--- src/rtl/seq_pkg.sv ---
package seq_pkg;
    localparam int unsigned CNT_W   = 4;
    localparam int unsigned LOW_VAL = 5;
    localparam int unsigned TOP_VAL = 9;

    typedef enum logic [1:0] {
        PH_ENTER = 2'd0,
        PH_STEP  = 2'd1,
        PH_WRAP  = 2'd2
    } phase_t;
endpackage

--- src/rtl/seq_load_counter.sv ---
module seq_load_counter #(
    parameter int unsigned W = 4
) (
    input  logic         clk,
    input  logic         clr,
    input  logic         load_en,
    input  logic [W-1:0] load_val,
    input  logic         cnt_en,
    output logic [W-1:0] cnt,
    output logic         term
);
    localparam logic [W-1:0] ALL_ONES = {W{1'b1}};
    localparam logic [W-1:0] ONE      = {{(W-1){1'b0}}, 1'b1};

    logic [W-1:0] cnt_q;

    // state register: clear beats load, load beats increment
    always_ff @(posedge clk) begin
        if (clr)
            cnt_q <= '0;
        else if (load_en)
            cnt_q <= load_val;
        else if (cnt_en)
            cnt_q <= cnt_q + ONE;
    end

    always_comb begin
        cnt  = cnt_q;
        term = cnt_en && (cnt_q == ALL_ONES);
    end
endmodule

--- src/rtl/seq_range_ctrl.sv ---
module seq_range_ctrl
    import seq_pkg::*;
#(
    parameter int unsigned W  = 4,
    parameter int unsigned LO = 5,
    parameter int unsigned HI = 9
) (
    input  logic [W-1:0] cnt,
    input  logic         term,
    output logic         load_en,
    output logic [W-1:0] load_val,
    output logic         cnt_en,
    output phase_t       phase
);
    localparam logic [W-1:0] LO_V = W'(LO);
    localparam logic [W-1:0] HI_V = W'(HI);

    // phase decode of the current count
    always_comb begin
        if (term || cnt < LO_V || cnt > HI_V)
            phase = PH_ENTER;
        else if (cnt == HI_V)
            phase = PH_WRAP;
        else
            phase = PH_STEP;
    end

    // output process: counter controls per phase
    always_comb begin
        load_val = LO_V;
        cnt_en   = 1'b1;
        unique case (phase)
            PH_ENTER: load_en = 1'b1;
            PH_WRAP:  load_en = 1'b1;
            PH_STEP:  load_en = 1'b0;
            default:  load_en = 1'b1;
        endcase
    end
endmodule

--- src/rtl/seq_five_to_nine.sv ---
module seq_five_to_nine
    import seq_pkg::*;
#(
    parameter int unsigned W  = CNT_W,
    parameter int unsigned LO = LOW_VAL,
    parameter int unsigned HI = TOP_VAL
) (
    input  logic         clk,
    input  logic         rst,
    output logic [W-1:0] value
);
    logic [W-1:0] cnt;
    logic [W-1:0] load_val;
    logic         load_en;
    logic         cnt_en;
    logic         term;
    phase_t       phase;

    seq_load_counter #(.W(W)) u_cnt (
        .clk      (clk),
        .clr      (rst),
        .load_en  (load_en),
        .load_val (load_val),
        .cnt_en   (cnt_en),
        .cnt      (cnt),
        .term     (term)
    );

    seq_range_ctrl #(.W(W), .LO(LO), .HI(HI)) u_ctrl (
        .cnt      (cnt),
        .term     (term),
        .load_en  (load_en),
        .load_val (load_val),
        .cnt_en   (cnt_en),
        .phase    (phase)
    );

    assign value = cnt;
endmodule

--- config.mk ---
export PLATFORM = sky130hd
export DESIGN_NAME = seq_five_to_nine
export DESIGN_NICKNAME = d
export VERILOG_FILES = /design/src/rtl/seq_pkg.sv /design/src/rtl/seq_load_counter.sv /design/src/rtl/seq_range_ctrl.sv /design/src/rtl/seq_five_to_nine.sv
export SDC_FILE = /design/constraint.sdc
export NUM_CORES = 1
export LEC_CHECK = 0
export ABC_AREA = 1
export CORE_AREA = 2 2 39 41
export CTS_CLUSTER_DIAMETER = 60
export DETAILED_ROUTE_END_ITERATION = 7
export DIE_AREA = 0 0 41 43
export DONT_BUFFER_PORTS = 1
export MAX_ROUTING_LAYER = met4
export PLACE_DENSITY = 0.31
export SETUP_SLACK_MARGIN = 0.2
export SYNTH_ARGS = -nofsm -noshare
export SYNTH_HDL_FRONTEND = slang
export SYNTH_SLANG_ARGS = --single-unit
--- constraint.sdc ---
create_clock -name clk -period 3.1 [get_ports clk]
set_input_delay 0.31 -clock clk [delete_from_list [all_inputs] [get_ports clk]]
set_output_delay 0.31 -clock clk [all_outputs]
set_load 0.1 [all_outputs]
Word level (Yosys, flattened, before mapping). Cells that the tools add are included.

Bits in registers: 4. Bits of input ports: 2. Logic and storage cells: 15.

Add/sub/neg operators: 1. Magnitude comparators: 2. Eq/ne operators: 3. Muxes and demuxes: 3. Bitwise gates (word level): 1. Reduce and logical (&&, ||, !) cells: 3.

Operator list (count): == test 4 bit (second input constant) (2); adder 4 x 1 -> 4 bit (second input constant) (1); > comparator 4 bit (second input constant) (1); less-than comparator 4 x 3 -> 1 bit (second input constant) (1); two-way mux 2 bit (2); two-way mux 3 bit (1); == test 2 x 1 -> 1 bit (second input constant) (1); logical OR 1 bit (2); OR reduction 2 bit (1); inverter 1 bit (1).

Depth between registers and ports, before layout.
Depth in word-level cells: 7. Depth in mapped cells: 8.

By module. Synthesis repeated with hierarchy kept, for this count alone.

Cells, all modules: 59. Area, all modules: 340.3 µm².

Modules (own cells, without submodules): seq_load_counter (times used 1, cells an instance 37, area each 231.5 µm², seq. area each 80.1 µm²); seq_range_ctrl (times used 1, cells an instance 22, area each 108.9 µm², seq. area each 0.0 µm²).

Worst setup path before layout. Ideal clock, no wire load.

Path kind: reg2reg. Start point: register u_cnt.cnt_q[1], in the netlist u_cnt.cnt[1]. End point: register u_cnt.cnt_q[0], in the netlist u_cnt.cnt[0]. Arrival time: 1.669 ns. Data required time: 2.940 ns. Slack: 1.271 ns. Cell stages (with the launch flop): 7. Buffers on the path: 0. Cells stage by stage: dfxtp_1 -> inv_1 -> ha_1 -> inv_1 -> nand3_1 -> nand2_2 -> a21oi_1.

Word-level cells in the longest chain between the ends: 6.

RTL lines: from (decl) (line seq_load_counter.sv:15) `logic [W-1:0] cnt_q;`; from (signal assigned) (line seq_load_counter.sv:22) `cnt_q <= load_val;`; from (signal assigned) (line seq_load_counter.sv:24) `cnt_q <= cnt_q + ONE;`; less-than comparator 4 x 3 -> 1 bit or == test 4 bit (tied branches) (line seq_range_ctrl.sv:20, seq_load_counter.sv:29); logical OR 1 bit (2 in a row) (line seq_range_ctrl.sv:20) `if (term || cnt < LO_V || cnt > HI_V)`; two-way mux 2 bit (*) (line seq_range_ctrl.sv:20); == test 2 x 1 -> 1 bit (*) (line seq_range_ctrl.sv:32) `unique case (phase)`; two-way mux 3 bit (*) (line seq_load_counter.sv:21) `else if (load_en)`.

Every way passes the cells marked *; elsewhere a longest branch is shown, timed or not. A chain may end at the register's enable or synchronous reset.

Worst setup path after layout.
Start point: register u_cnt.cnt_q[0], in the netlist u_cnt.cnt[0]. End point: register u_cnt.cnt_q[3], in the netlist u_cnt.cnt[3].

Word-level cells in the longest chain between the ends: 7.

RTL lines (line): less-than comparator 4 x 3 -> 1 bit or == test 4 bit (tied branches) (seq_range_ctrl.sv:20, seq_load_counter.sv:29); logical OR 1 bit (2 in a row) (seq_range_ctrl.sv:20); two-way mux 2 bit (seq_range_ctrl.sv:20); == test 2 x 1 -> 1 bit (seq_range_ctrl.sv:32); inverter 1 bit (no source line); OR reduction 2 bit (no source line).

Several ways; a longest one is shown, not always the timed one.

==> metrics.md <==
| Metric | Value |
|---|---|
| Effective utilization at floorplan | `0.157` |
| Largest family of logic cells by synthesized area | `simple AND/OR/NAND/NOR gates` |
| Post-DR vias/cell | `3.62` |
| Routed Antenna Nets | `0` |
| F_max | `~730 MHz` |
| Worst Hold Path EP | `u_cnt.cnt[2]` |
| # hold bufs at CTS | `0` |
| Pwr Total | `0.000152 W` |
| Share of the synthesized area in the top cell type | `0.368` |
| Power share of the clock group | `0.410` |
| Compound-Gate Fraction of Synth Area | `0.0460` |
| CTS tree | `yes` |
| Critical path type | `reg2reg` |
| Hold Path Stages | `1` |
| Synth top area cells | `dfxtp_1 (37%), ha_1 (17%), inv_1 (12%), nand2_1 (6.9%), nand2_2 (5.7%)` |
| Final Util | `0.210` |
| Final hold vios | `0` |
| Synth area leader | `dfxtp_1` |
| Total global routing track utilization | `0.0668` |
| Adder-cell area share of the yosys netlist | `0.172` |
| Antenna violations before repair | `0` |
| Final #Nets | `43` |
| Post-CTS Resized | `0` |
| DP Cell Count | `~50` |
| Maximum clock insertion buffer count | `2` |
| 1st-pass router iterations | `3` |
| Delay-heaviest family, CP | `buffers and inverters` |
| Switch Pwr | `0.0000470 W` |
| Cts bufs inserted | `3` |
| Rows | `14` |
| Internal power | `~0.00010 W` |
| CP Max Fanout | `7` |
| IO Port Bufs | `0` |
| Placed cell areas | `approximately 270 µm²` |
| Gpl congestion | `a little under 0.6` |
| Flops & latches, synth | `4` |
| VDD IR max | `between 150 and 200 µV` |
| Via count | `188` |
| Critical path capture point type | `flop` |
| PwrDens | `523 mW/mm²` |
| Total setup buffers inserted after CTS | `0` |
| Largest net degree at the start of global routing | `8` |
| Layout cell share with drive strength beyond 1 | `0.250` |
| Finished Layout Cells | `52` |
| First-pass GRT wire length | `724 µm` |
| Net Sw Frac | `0.309` |
| Reg power frac | `0.360` |
| CP Buf/Inv Count | `3` |
| Hold Path Origin | `rst` |
| Simple-gate share of the synthesized area | `0.253` |
| CP arrival | `1.54 ns` |
| Tmin final | `1.37 ns` |
| Root buffer cell | `clkbuf_4` |
| Post-synthesis mux area share | `0` |
| Crit-path slowest cell | `buf_4` |
| Latest clock arrival within the worst-skew pair | `0.23 ns` |
| Max_slew headroom | `0.776` |
| N_diodes | `0` |
| Remaining Overflow, GRT | `0` |
| Syn avg cell area | `7.51 µm²` |
| Die width | `41 µm` |
| Post-Synthesis Cell Area | `218 µm²` |
| Area growth from synthesis to layout | `33.3%` |
| Worst r2r src | `u_cnt.cnt[0]` |
| Pleak | `0.149 nW` |
| Combinational Power Share | `0.230` |
| CP cell instances | `buf_4 > inv_1 > ha_1 > inv_1 > nand3_1 > nand2_2 > nand2_2 > nor2_1` |
| Sequential-to-total area share from yosys stat | `0.368` |
| CTS clk-pin slew, worst paths | `0.04 ns` |
| Vias in the first global route | `189` |
| Die area | `0.00176 mm²` |
| Register-to-Register Path Depth | `8` |
| Chip Height | `about 43 µm` |
| Critical path data required time | `3.27 ns` |
| Initial drt markers | `1` |
| Total core area | `0.00138 mm²` |
| Filler instances | `156` |
| Synth unique cells | `10` |
| Slew Viols, Final | `0` |
| Post-Route WL | `419 µm` |
| # setup viols final | `0` |
| Actual slew at the worst max-slew pin | `0.335 ns` |
| Clock Skew | `0.00146 ns` |
| Status | `completed` |
| Synth Instances | `29` |
| Setup_tns | `0 ns` |
| Fraction of the cycle the final worst path needs | `0.442` |
| DP HPWL | `347 µm` |
| Post-route DRC | `0` |
| FF-to-FF End | `u_cnt.cnt[3]` |
| Clock Sinks | `4` |
| Max reg flops | `4` |
| RSZ-0062 raised after global routing | `no` |
| R2R Setup Slk | `between 1.5 and 2 ns` |
| H-tree levels | `1` |
| XOR/XNOR share of the synthesized area | `0.0402` |
| Startpoint type of the worst setup path | `flop` |
| Max cap viols | `0` |
| Synthesized netlist net count | `34` |
| Yosys warns | `0` |
| CP peak stage delay | `0.32 ns` |
| Fin area | `around 290 µm²` |
| WL per Instance | `between 8 and 9 µm` |
| IO Pins | `6` |
| Tightest Hold Check Type | `in2reg` |
## kinds of logic after synthesis
kind of cell | count (synthesis)
and+or+nand+nor | 12
buffers and inverters | 7
DFF | 4
adders and majority gates | 3
AOI/OAI and AO/OA | 2
xor gates and xnor gates | 1
## layout make-up
type                            instances  area, µm²  share of cell area
Inverter                                7       26.3              0.0905
Clock buffer                            3       22.5              0.0776
Tap cell                               16       20.0              0.0690
Sequential cell                         4       80.1               0.276
Multi-Input combinational cell         18        111               0.384
Timing Repair Buffer                    4       30.0               0.103
## worst max path at each step
| stage | start | endpoint | slack, ns | depth (start not counted) |
|---|---|---|---|---|
| after global routing | u_cnt.cnt[0] | u_cnt.cnt[3] | 1.61 | 8 |
| after detailed placement | u_cnt.cnt[1] | u_cnt.cnt[3] | 1.71 | 8 |
| after global placement | u_cnt.cnt[1] | u_cnt.cnt[1] | 1.75 | 8 |
| final | u_cnt.cnt[0] | u_cnt.cnt[3] | 1.73 | 8 |
| after floorplan | u_cnt.cnt[1] | u_cnt.cnt[0] | 1.27 | 6 |
| after CTS | u_cnt.cnt[1] | u_cnt.cnt[3] | 1.71 | 8 |
## cells in the final DEF, fill, tap and decap left out
master,instances
nor2_1,3
a21oi_1,2
nand3_1,2
buf_4,4
xnor2_1,1
dfxtp_1,4
ha_1,3
nand2_2,2
clkbuf_4,3
nand2_1,4
inv_1,7
nand4_1,1
## synth_stat cells
cell	count
inv_1	7
nand3_1	2
nand2_1	4
nor2_1	3
dfxtp_1	4
xnor2_1	1
ha_1	3
a21oi_1	2
nand4_1	1
nand2_2	2
## power groups by stage
stage          registers (W)  clock network [W]   logic [W]
2_1_floorplan      0.0000758                  0  0.00000866
3_3_place_gp       0.0000555                  0   0.0000350
3_5_place_dp       0.0000555                  0   0.0000355
4_1_cts            0.0000547          0.0000663   0.0000355
5_1_grt            0.0000548          0.0000664   0.0000384
6_report           0.0000547          0.0000622   0.0000349
## metrics by stage
stage / hold WS, ns / worst slack [ns]
2_1_floorplan: 0.379 / 1.27
3_3_place_gp: 0.381 / 1.75
3_5_place_dp: 0.382 / 1.71
4_1_cts: 0.134 / 1.71
5_1_grt: 0.146 / 1.61
6_report: 0.144 / 1.73
## routing by layer
layer  up-vias  wire, µm  GRT usage
li1        104         -          -
met1        80       175     0.0801
met2         4       204     0.0750
met3         0        39     0.0209
met4         0         0     0.0800
met5         -         0          -
Note: power is estimated with default switching activity, not from simulation.
